==> config.mk <==
export PLATFORM = sky130hd
export DESIGN_NAME = i2c_pkt_sequencer
export DESIGN_NICKNAME = d
export VERILOG_FILES = /design/src/rtl/i2cps_pkg.sv /design/src/rtl/i2cps_hdr_decode.sv /design/src/rtl/i2cps_lane_pick.sv /design/src/rtl/i2cps_lane_merge.sv /design/src/rtl/i2c_pkt_sequencer.sv
export SDC_FILE = /design/constraint.sdc
export NUM_CORES = 1
export LEC_CHECK = 0
export BUFFER_PORTS_ARGS = -buffer_cell sky130_fd_sc_hd__buf_2
export CORE_MARGIN = 2
export CORE_UTILIZATION = 57
export CTS_BUF_LIST = sky130_fd_sc_hd__clkbuf_16
export DETAILED_ROUTE_END_ITERATION = 10
export PLACE_DENSITY = 0.8
export RECOVER_POWER = 50
export SYNTH_ARGS = -nofsm -noshare
export SYNTH_HDL_FRONTEND = slang
export SYNTH_SLANG_ARGS = --single-unit
==> constraint.sdc <==
create_clock -name clk -period 2.1 [get_ports clk]
set_input_delay 0.105 -clock clk [delete_from_list [all_inputs] [get_ports clk]]
set_output_delay 0.105 -clock clk [all_outputs]
set_load 0.03 [all_outputs]
==> src/rtl/i2cps_pkg.sv <==
package i2cps_pkg;

    localparam int PROT_I2C_BIT = 4;
    localparam int READ_BIT     = 19;
    localparam int IRQ_BIT      = 17;
    localparam int RSTART_BIT   = 16;
    localparam int CONT_BIT     = 15;

    typedef enum logic [2:0] {
        OP_START  = 3'd0,
        OP_RSTART = 3'd1,
        OP_WRITE  = 3'd2,
        OP_READ   = 3'd3,
        OP_STOP   = 3'd4
    } op_e;

    typedef enum logic [3:0] {
        S_IDLE, S_HDR1, S_HDR2, S_BEGIN, S_ADDR, S_WLOAD, S_WBYTE,
        S_RBYTE, S_END, S_DRAIN, S_STOP, S_DONE
    } st_e;

    typedef enum logic [1:0] {
        HOLD_NONE, HOLD_RS, HOLD_CONT
    } hold_e;

    typedef struct packed {
        logic [6:0] addr;
        logic       rd;
        logic       rstart;
        logic       ie;
        logic       cont;
    } hdr_t;

endpackage

==> src/rtl/i2cps_hdr_decode.sv <==
module i2cps_hdr_decode
    import i2cps_pkg::*;
#(
    parameter int WORD_W = 32
) (
    input  logic [WORD_W-1:0] word,
    output hdr_t              fields,
    output logic              is_i2c
);
    logic unused_bits;

    always_comb begin
        fields.addr   = word[7:1];
        fields.rd     = word[READ_BIT];
        fields.rstart = word[RSTART_BIT];
        fields.ie     = word[IRQ_BIT];
        fields.cont   = word[CONT_BIT];
        is_i2c        = word[PROT_I2C_BIT];
    end

    assign unused_bits = ^{word[WORD_W-1:20], word[18], word[14:8], word[0]};
endmodule

==> src/rtl/i2cps_lane_pick.sv <==
module i2cps_lane_pick #(
    parameter int WORD_W = 32,
    parameter int IDX_W  = 2
) (
    input  logic [WORD_W-1:0] word,
    input  logic [IDX_W-1:0]  idx,
    output logic [7:0]        lane
);
    localparam int LANES = WORD_W / 8;

    always_comb begin
        lane = '0;
        for (int i = 0; i < LANES; i++) begin
            if (idx == IDX_W'(i)) lane = word[i*8 +: 8];
        end
    end
endmodule

==> src/rtl/i2cps_lane_merge.sv <==
module i2cps_lane_merge #(
    parameter int WORD_W = 32,
    parameter int IDX_W  = 2
) (
    input  logic [WORD_W-1:0] word,
    input  logic [IDX_W-1:0]  idx,
    input  logic [7:0]        lane,
    output logic [WORD_W-1:0] merged
);
    localparam int LANES = WORD_W / 8;

    for (genvar g = 0; g < LANES; g++) begin : g_lane
        assign merged[g*8 +: 8] = (idx == IDX_W'(g)) ? lane : word[g*8 +: 8];
    end
endmodule

==> src/rtl/i2c_pkt_sequencer.sv <==
module i2c_pkt_sequencer
    import i2cps_pkg::*;
#(
    parameter int WORD_W    = 32,
    parameter int MAX_BYTES = 32
) (
    input  logic        clk,
    input  logic        rst_n,
    input  logic        tx_valid,
    input  logic [31:0] tx_data,
    output logic        tx_pop,
    output logic        cmd_valid,
    input  logic        cmd_ready,
    output logic [2:0]  cmd_op,
    output logic [7:0]  cmd_byte,
    output logic        cmd_last,
    input  logic        resp_valid,
    input  logic [7:0]  resp_byte,
    input  logic        resp_nack,
    output logic        rx_push,
    output logic [31:0] rx_data,
    output logic        pkt_done,
    output logic        all_done,
    output logic        pkt_irq,
    output logic        nack_flag
);
    localparam int BPW    = WORD_W / 8;
    localparam int IDX_W  = $clog2(BPW);
    localparam int CNT_W  = $clog2(MAX_BYTES);
    localparam int LEFT_W = CNT_W + 1;
    localparam int WCNT_W = CNT_W - IDX_W + 1;

    typedef struct packed {
        st_e                st;
        logic               busy;
        logic               is_i2c;
        hdr_t               hdr;
        hold_e              held;
        logic               stop_sent;
        logic [LEFT_W-1:0]  left;
        logic [WCNT_W-1:0]  words;
        logic [IDX_W-1:0]   idx;
        logic [WORD_W-1:0]  wbuf;
        logic [WORD_W-1:0]  rbuf;
        logic               rx_push;
        logic [WORD_W-1:0]  rx_data;
        logic               done;
        logic               all;
        logic               irq;
        logic               nack;
    } state_t;

    state_t q, d;

    hdr_t              hdr_w;
    logic              is_i2c_w;
    logic [7:0]        wr_byte;
    logic [WORD_W-1:0] rd_merged;
    logic              rsp;
    logic              last_byte;

    i2cps_hdr_decode #(.WORD_W(WORD_W)) u_dec (
        .word(tx_data), .fields(hdr_w), .is_i2c(is_i2c_w)
    );

    i2cps_lane_pick #(.WORD_W(WORD_W), .IDX_W(IDX_W)) u_pick (
        .word(q.wbuf), .idx(q.idx), .lane(wr_byte)
    );

    i2cps_lane_merge #(.WORD_W(WORD_W), .IDX_W(IDX_W)) u_merge (
        .word(q.rbuf), .idx(q.idx), .lane(resp_byte), .merged(rd_merged)
    );

    assign rsp       = q.busy & resp_valid;
    assign last_byte = (q.left == LEFT_W'(1));

    always_comb begin
        d         = q;
        d.rx_push = 1'b0;
        d.done    = 1'b0;
        d.all     = 1'b0;
        d.irq     = 1'b0;
        tx_pop    = 1'b0;
        cmd_valid = 1'b0;
        cmd_op    = OP_STOP;
        cmd_byte  = '0;
        cmd_last  = 1'b0;

        unique case (q.st)
            S_IDLE: if (tx_valid) begin
                tx_pop   = 1'b1;
                d.is_i2c = is_i2c_w;
                d.st     = S_HDR1;
            end
            S_HDR1: if (tx_valid) begin
                tx_pop  = 1'b1;
                d.left  = LEFT_W'(tx_data[CNT_W-1:0]) + LEFT_W'(1);
                d.words = WCNT_W'(tx_data[CNT_W-1:IDX_W]) + WCNT_W'(1);
                d.st    = S_HDR2;
            end
            S_HDR2: if (tx_valid) begin
                tx_pop      = 1'b1;
                d.hdr       = hdr_w;
                d.stop_sent = 1'b0;
                d.idx       = '0;
                d.rbuf      = '0;
                if (hdr_w.rd) d.words = '0;
                if (!q.is_i2c) begin
                    d.st = S_DRAIN;
                end else if (q.held == HOLD_CONT) begin
                    d.held = HOLD_NONE;
                    d.st   = hdr_w.rd ? S_RBYTE : S_WLOAD;
                end else begin
                    d.st = S_BEGIN;
                end
            end
            S_BEGIN: begin
                cmd_valid = !q.busy;
                cmd_op    = (q.held == HOLD_RS) ? OP_RSTART : OP_START;
                if (rsp) begin
                    d.held = HOLD_NONE;
                    d.st   = S_ADDR;
                end
            end
            S_ADDR: begin
                cmd_valid = !q.busy;
                cmd_op    = OP_WRITE;
                cmd_byte  = {q.hdr.addr, q.hdr.rd};
                if (rsp) begin
                    if (resp_nack) begin
                        d.nack = 1'b1;
                        d.st   = S_DRAIN;
                    end else begin
                        d.st = q.hdr.rd ? S_RBYTE : S_WLOAD;
                    end
                end
            end
            S_WLOAD: if (tx_valid) begin
                tx_pop  = 1'b1;
                d.wbuf  = tx_data;
                d.idx   = '0;
                d.words = q.words - WCNT_W'(1);
                d.st    = S_WBYTE;
            end
            S_WBYTE: begin
                cmd_valid = !q.busy;
                cmd_op    = OP_WRITE;
                cmd_byte  = wr_byte;
                if (rsp) begin
                    if (resp_nack) begin
                        d.nack = 1'b1;
                        d.st   = S_DRAIN;
                    end else begin
                        d.left = q.left - LEFT_W'(1);
                        d.idx  = q.idx + IDX_W'(1);
                        if (last_byte)                         d.st = S_END;
                        else if (q.idx == IDX_W'(BPW - 1))     d.st = S_WLOAD;
                    end
                end
            end
            S_RBYTE: begin
                cmd_valid = !q.busy;
                cmd_op    = OP_READ;
                cmd_last  = last_byte;
                if (rsp) begin
                    d.left = q.left - LEFT_W'(1);
                    if (last_byte || q.idx == IDX_W'(BPW - 1)) begin
                        d.rx_push = 1'b1;
                        d.rx_data = rd_merged;
                        d.rbuf    = '0;
                        d.idx     = '0;
                    end else begin
                        d.rbuf = rd_merged;
                        d.idx  = q.idx + IDX_W'(1);
                    end
                    if (last_byte) d.st = S_END;
                end
            end
            S_END: begin
                if (q.hdr.rstart) begin
                    d.held = HOLD_RS;
                    d.st   = S_DONE;
                end else if (q.hdr.cont) begin
                    d.held = HOLD_CONT;
                    d.st   = S_DONE;
                end else begin
                    d.st = S_STOP;
                end
            end
            S_DRAIN: begin
                if (q.words == '0) begin
                    d.st = q.is_i2c ? S_STOP : S_DONE;
                end else if (tx_valid) begin
                    tx_pop  = 1'b1;
                    d.words = q.words - WCNT_W'(1);
                end
            end
            S_STOP: begin
                cmd_valid = !q.busy;
                cmd_op    = OP_STOP;
                if (rsp) begin
                    d.stop_sent = 1'b1;
                    d.held      = HOLD_NONE;
                    d.st        = S_DONE;
                end
            end
            S_DONE: begin
                d.done = 1'b1;
                d.irq  = q.hdr.ie;
                d.all  = q.stop_sent & !tx_valid;
                d.st   = S_IDLE;
            end
            default: d.st = S_IDLE;
        endcase

        d.busy = q.busy ? !resp_valid : (cmd_valid & cmd_ready);
    end

    always_ff @(posedge clk) begin
        if (!rst_n) q <= '0;
        else        q <= d;
    end

    assign rx_push   = q.rx_push;
    assign rx_data   = q.rx_data;
    assign pkt_done  = q.done;
    assign all_done  = q.all;
    assign pkt_irq   = q.irq;
    assign nack_flag = q.nack;
endmodule

== Word-level counts from Yosys, hierarchy flattened ==
Index checks and enable logic that the tools add are counted.
Operators by class
  add/subtract/negate cells: 5
  equality and inequality tests: 36
  mux-type cells: 71
  bitwise gates (word level): 3
  reduce and logical (&&, ||, !) cells: 30
Operator list (count)
  two-way mux 4 bit: 19
  two-way mux 65 bit: 1
  two-way mux 32 bit: 2
  two-way mux 8 bit: 8
  one-hot mux 32 bit (2 select lines): 1
  one-hot mux 4 bit (11 select lines): 1
  two-way mux 38 bit: 1
  != test 2 bit (second input constant): 17
  two-way mux 33 bit: 1
  two-way mux 6 bit: 4
  two-way mux 2 bit: 11
  one-hot mux 6 bit (3 select lines): 1
  equality test 4 x 3 -> 1 bit (second input constant): 4
  equality test 4 bit (second input constant): 4
  one-hot mux 2 bit (4 select lines): 2
  one-hot mux 4 bit (4 select lines): 1
  one-hot mux 8 bit (2 select lines): 1
  AND reduction 3 bit: 5
  AND reduction 7 bit: 2
  two-way mux 3 bit: 4
  AND reduction 12 bit: 1
  nonzero test 4 bit: 3
  two-way mux 10 bit: 1
  two-way mux 1 bit: 9
  other kinds (27): 41
Storage, ports and cells
  bits in registers: 133
  logic and storage cells: 166

== Logic depth before layout (Yosys ltp) ==
  depth in word-level cells: 6
  depth in mapped cells: 9
  depth with buffers taken out: 7

== By module ==
From an unflattened synthesis, not the netlist that was laid out.
Second synthesis, totals
  cell total of the unflattened synthesis: 795
  area total of the unflattened synthesis: 6605.1 sq um
Modules (own cells, without submodules)
  i2c_pkt_sequencer: instances 1, cells an instance 735, area an instance 5923.2 sq um, seq. area each 2662.6 sq um
  i2cps_lane_merge: instances 1, cells an instance 38, area an instance 395.4 sq um, seq. area each 0.0 sq um
  i2cps_lane_pick: instances 1, cells an instance 10, area an instance 196.4 sq um, seq. area each 0.0 sq um
  i2cps_hdr_decode: instances 1, cells an instance 12, area an instance 90.1 sq um, seq. area each 0.0 sq um

== Least setup slack after synthesis ==
Ideal clock, no wire load.
  path kind: reg2out
  start point: register q[131] (netlist name)
  end point: output cmd_op[0]
  arrival time: 1.906 ns
  data required time: 1.995 ns
  path slack: 0.089 ns
  cell stages (with the launch flop): 6
  buffers on the path: 3
  path through: dfxtp_1 buf_4 buf_4 buf_2 a21oi_1 nor4b_1
On the way
  cells in the longest elaborated chain, start to end: 3
  elaborated cells between the ends (all ways): 6
Ends and longest elaborated chain
  start: declaration: RTL line i2c_pkt_sequencer.sv:53  | state_t q, d;
  start signal: assignment: RTL line i2c_pkt_sequencer.sv:220  | if (!rst_n) q <= '0;
  start signal: assignment: RTL line i2c_pkt_sequencer.sv:221  | else q <= d;
  equality test 4 x 3 -> 1 bit: RTL line i2c_pkt_sequencer.sv:89  | unique case (q.st)
  OR reduction 2 bit (no line)
  one-hot mux 3 bit (3 select lines) *: RTL line i2c_pkt_sequencer.sv:89
  end: declaration: RTL line i2c_pkt_sequencer.sv:14  | output logic [2:0] cmd_op,
Mark *: on every way between the ends. The rest lies on a longest branch, timed or not.

== Worst setup path after layout ==
  start point: register q[102] (netlist name)
  end point: output cmd_byte[6]
On the way
  cells in the longest elaborated chain, start to end: 6
  elaborated cells between the ends (all ways): 9
Ends and longest elaborated chain
  zero test 2 bit: RTL line i2cps_lane_pick.sv:14  | if (idx == IDX_W'(i)) lane = word[i*8 +: 8];
  two-way mux 8 bit (3 in series): RTL line i2cps_lane_pick.sv:14
  two-way mux 8 bit *: RTL line i2cps_lane_pick.sv:14
  one-hot mux 8 bit (2 select lines) *: RTL line i2c_pkt_sequencer.sv:89
  end: declaration: RTL line i2c_pkt_sequencer.sv:15  | output logic [7:0] cmd_byte,
Marked as above.

==> reports/metrics.cfg <==
[drt]
route.met2.wl_mm=8.94
wl_mm=18.2
drt_pass1_iterations=5
drtIter0Drc=634
viasPerCell=5.97
num_vias=6075
drtAntennaViolNets=0
wl_met1_mm=7.52
routed-wl-met3_mm=1.19
wl_per_cell_um=17.9
drc=0
highest_layer=met4

[timing]
fin_skew_ns=0.00850
period_share=1.01
final-hold-violation-count=0
slew_headroom=0.539
setup_ws_ns=-0.0214
tightest_slew_ns=0.691
fmax_ghz=0.471
finalMaxSlewViolations=0
rsz0062_at_grt=yes
setup_viol=2
fin_crit_ns=2.12

[grt]
antenna_found_initial=0
grt_max_degree=65
grt_pass1_wl_mm=29.1
grt_pass1_vias=6079
grt_overflow=0
grt_usage=0.288

[synthesis]
ys_async_sr_fraction=0
synthAdderAreaFrac=0.0189
synth_nets=826
yosysSeqAreaShare=0.402
synth_compound_area_frac=0.211
synth_warnings=0
synth_mux_area_frac=0.0698
synth_xor_area_frac=0.00927
mappedNetlistArea_um2=6620
synth_top_family_by_area=compound AO/OA/AOI/OAI gates
syn_inst=770
ys_ff_latch=133
synth-edff-count=0
synth.avg_cell_area_um2=8.59
synthDistinctLibCells=70
synthSimpleGateAreaFrac=0.199
synth_top_flop_cell=dfxtp_1

[placed_design]
place_hpwl_mm=11.4
place_congestion=0.922
dpl_cell_area_um2=6950
portBuffers=96
placedCellCount=945

[final_layout]
seqCellArea_um2=2680
mostFrequentLayoutCells=127 x dfxtp_1, 111 x nand2_1, 64 x nor2_1
finalNetCount=917
area_growth_pct=21.4
n_antenna_cell=0
design_area_um2=8030
drive_gt1_frac=0.214
num-fill-cells=904
multi_input_area_um2=3460
fin_cells=1017
mostFrequentLayoutCell=dfxtp_1

[worst_setup_path]
critPathLaunchType=register
endpoint_kind=output pin
cp.arrival_ns=2.02
worst-setup-path-type=reg2out
crit_required_ns=2.00
path_max_fanout=8

[die]
die_area_um2=12500
start_util=0.582
core.rowCount=39
dieHeight_um=112
die_x_um=112
ioPinCount=97
core_um2=11400

[clock_network]
cts_root_buffer=clkbuf_16
cts_buffers=17
cts_tree=yes
clk_pin_slew_ns=0.06
cts_max_level=4
cts.sinks=133
clk_latency_ns=0.42
cts_max_path_buffers=2

[power_and_ir_drop]
p_leak_nw=3.05
p_per_area_nw_per_um2=762
vdd_drop_max_v=0.000771

[run]
drv_cap=0

[status]
violations=setup timing
status=complete, but fails checks

[min_path]
hold_path.class=in2reg

through the flow:
stage | setup WS (ns) | util | hold WS, ns | setup TNS (ns) | total power [mW]
floorplan | 0.0887 | - | 0.241 | 0 | 3.11
global placement | 0.200 | 0.612 | 0.336 | 0 | 3.29
detailed placement | 0.0863 | 0.612 | 0.353 | 0 | 3.31
CTS | 0.00843 | 0.702 | 0.00727 | 0 | 6.13
global route | -0.0904 | 0.706 | 0.0436 | -0.475 | 6.34
finish | -0.0214 | 0.706 | 0.0225 | -0.0245 | 6.12
synth_stat cells, types with 3 or more instances:
master / n / area share
mux2i_1: 45 / 0.068
o21ai_0: 22 / 0.017
nand3b_1: 8 / 0.0091
ha_1: 10 / 0.019
nor3_2: 4 / 0.0061
nor2_1: 64 / 0.036
nand2_1: 111 / 0.063
o22ai_1: 4 / 0.0038
a211o_1: 3 / 0.0040
buf_2: 21 / 0.016
a22o_1: 9 / 0.012
buf_6: 4 / 0.0068
nor3_1: 10 / 0.0076
o211ai_1: 3 / 0.0034
buf_4: 39 / 0.044
dfxtp_1: 133 / 0.40
inv_1: 13 / 0.0074
buf_1: 3 / 0.0017
a211oi_1: 36 / 0.041
nand2b_1: 6 / 0.0057
a32o_2: 15 / 0.026
and2_1: 16 / 0.015
a21oi_1: 71 / 0.054
xnor2_1: 3 / 0.0040
and3_1: 4 / 0.0038
nor2b_1: 6 / 0.0057
a31oi_1: 3 / 0.0028
nand3_1: 17 / 0.013
and3b_1: 4 / 0.0053
clkbuf_1: 23 / 0.013
a32oi_1: 3 / 0.0040
xor2_1: 4 / 0.0053
o2bb2ai_1: 6 / 0.0079
power by group:
group	leakage (nW)	internal, mW	switching (mW)	total [mW]
clock network	0.265	1.63	1.16	2.79
registers	1.08	2.56	0.0528	2.61
logic	1.71	0.296	0.422	0.718
worst paths after layout:
| check | to | depth (start not counted) | startpoint | slack (ns) |
|---|---|---|---|---|
| max | cmd_byte[6] | 9 | q[102]$_SDFFE_PN0P_ | -0.02 |
| min reg2reg | q[78]$_SDFFE_PN0P_ | 2 | q[78]$_SDFFE_PN0P_ | 0.46 |
| min | q[58]$_SDFFE_PN0P_ | 3 | resp_byte[5] | 0.02 |
| max reg2reg | q[85]$_SDFFE_PN0P_ | 6 | q[132]$_SDFFE_PN0P_ | 0.11 |
kinds of logic (layout without fill, tap and decap cells):
| family | count (synthesis) | in the layout |
|---|---|---|
| buffers and inverters | 103 | 207 |
| xor gates and xnor gates | 7 | 7 |
| DFF | 133 | 133 |
| AOI/OAI and AO/OA | 199 | 199 |
| and+or+nand+nor | 272 | 272 |
| adders and majority gates | 10 | 10 |
| muxes | 46 | 46 |
registers in the layout, indices dropped and copies added, names as in the netlist:
name and count:
q 96, rx_data 32, all_done 1, nack_flag 1, pkt_done 1, pkt_irq 1, rx_push 1
worst max-delay path, cell delays in order (launching register included):
cell,delay [ns]
dfxtp_4,0.35
buf_4,0.15
ha_4,0.17
buf_6,0.14
buf_12,0.14
a21oi_2,0.11
a21oi_1,0.05
o21ai_1,0.17
a22o_1,0.17
buf_6,0.13
metal layers:
metal  global-route usage  vias to the layer above
met5                    0                        -
met4                0.128                        0
met3               0.0686                       54
met2                0.485                      295
met1                0.352                     2856
li1                     -                     2870
repair_timing:
item | in CTS | in global routing
setup buffers | 3 | 4
hold buffers | 32 | 0
cloned | 1 | 0
endpoints found under the hold margin | 39 | 0
gates resized for setup | 40 | 38
endpoints found under the setup margin | 10 | 36
pin swaps | 1 | 14
layout make-up:
class,count,share of cell area
clock buffers,17,0.0530
well taps,143,0.0223
clock inverters,15,0.0165
flip-flops and latches,133,0.333
multi-input cells,534,0.430
repair buffers,162,0.138
inverters,13,0.00670
Note: power is estimated with default switching activity, not from simulation.
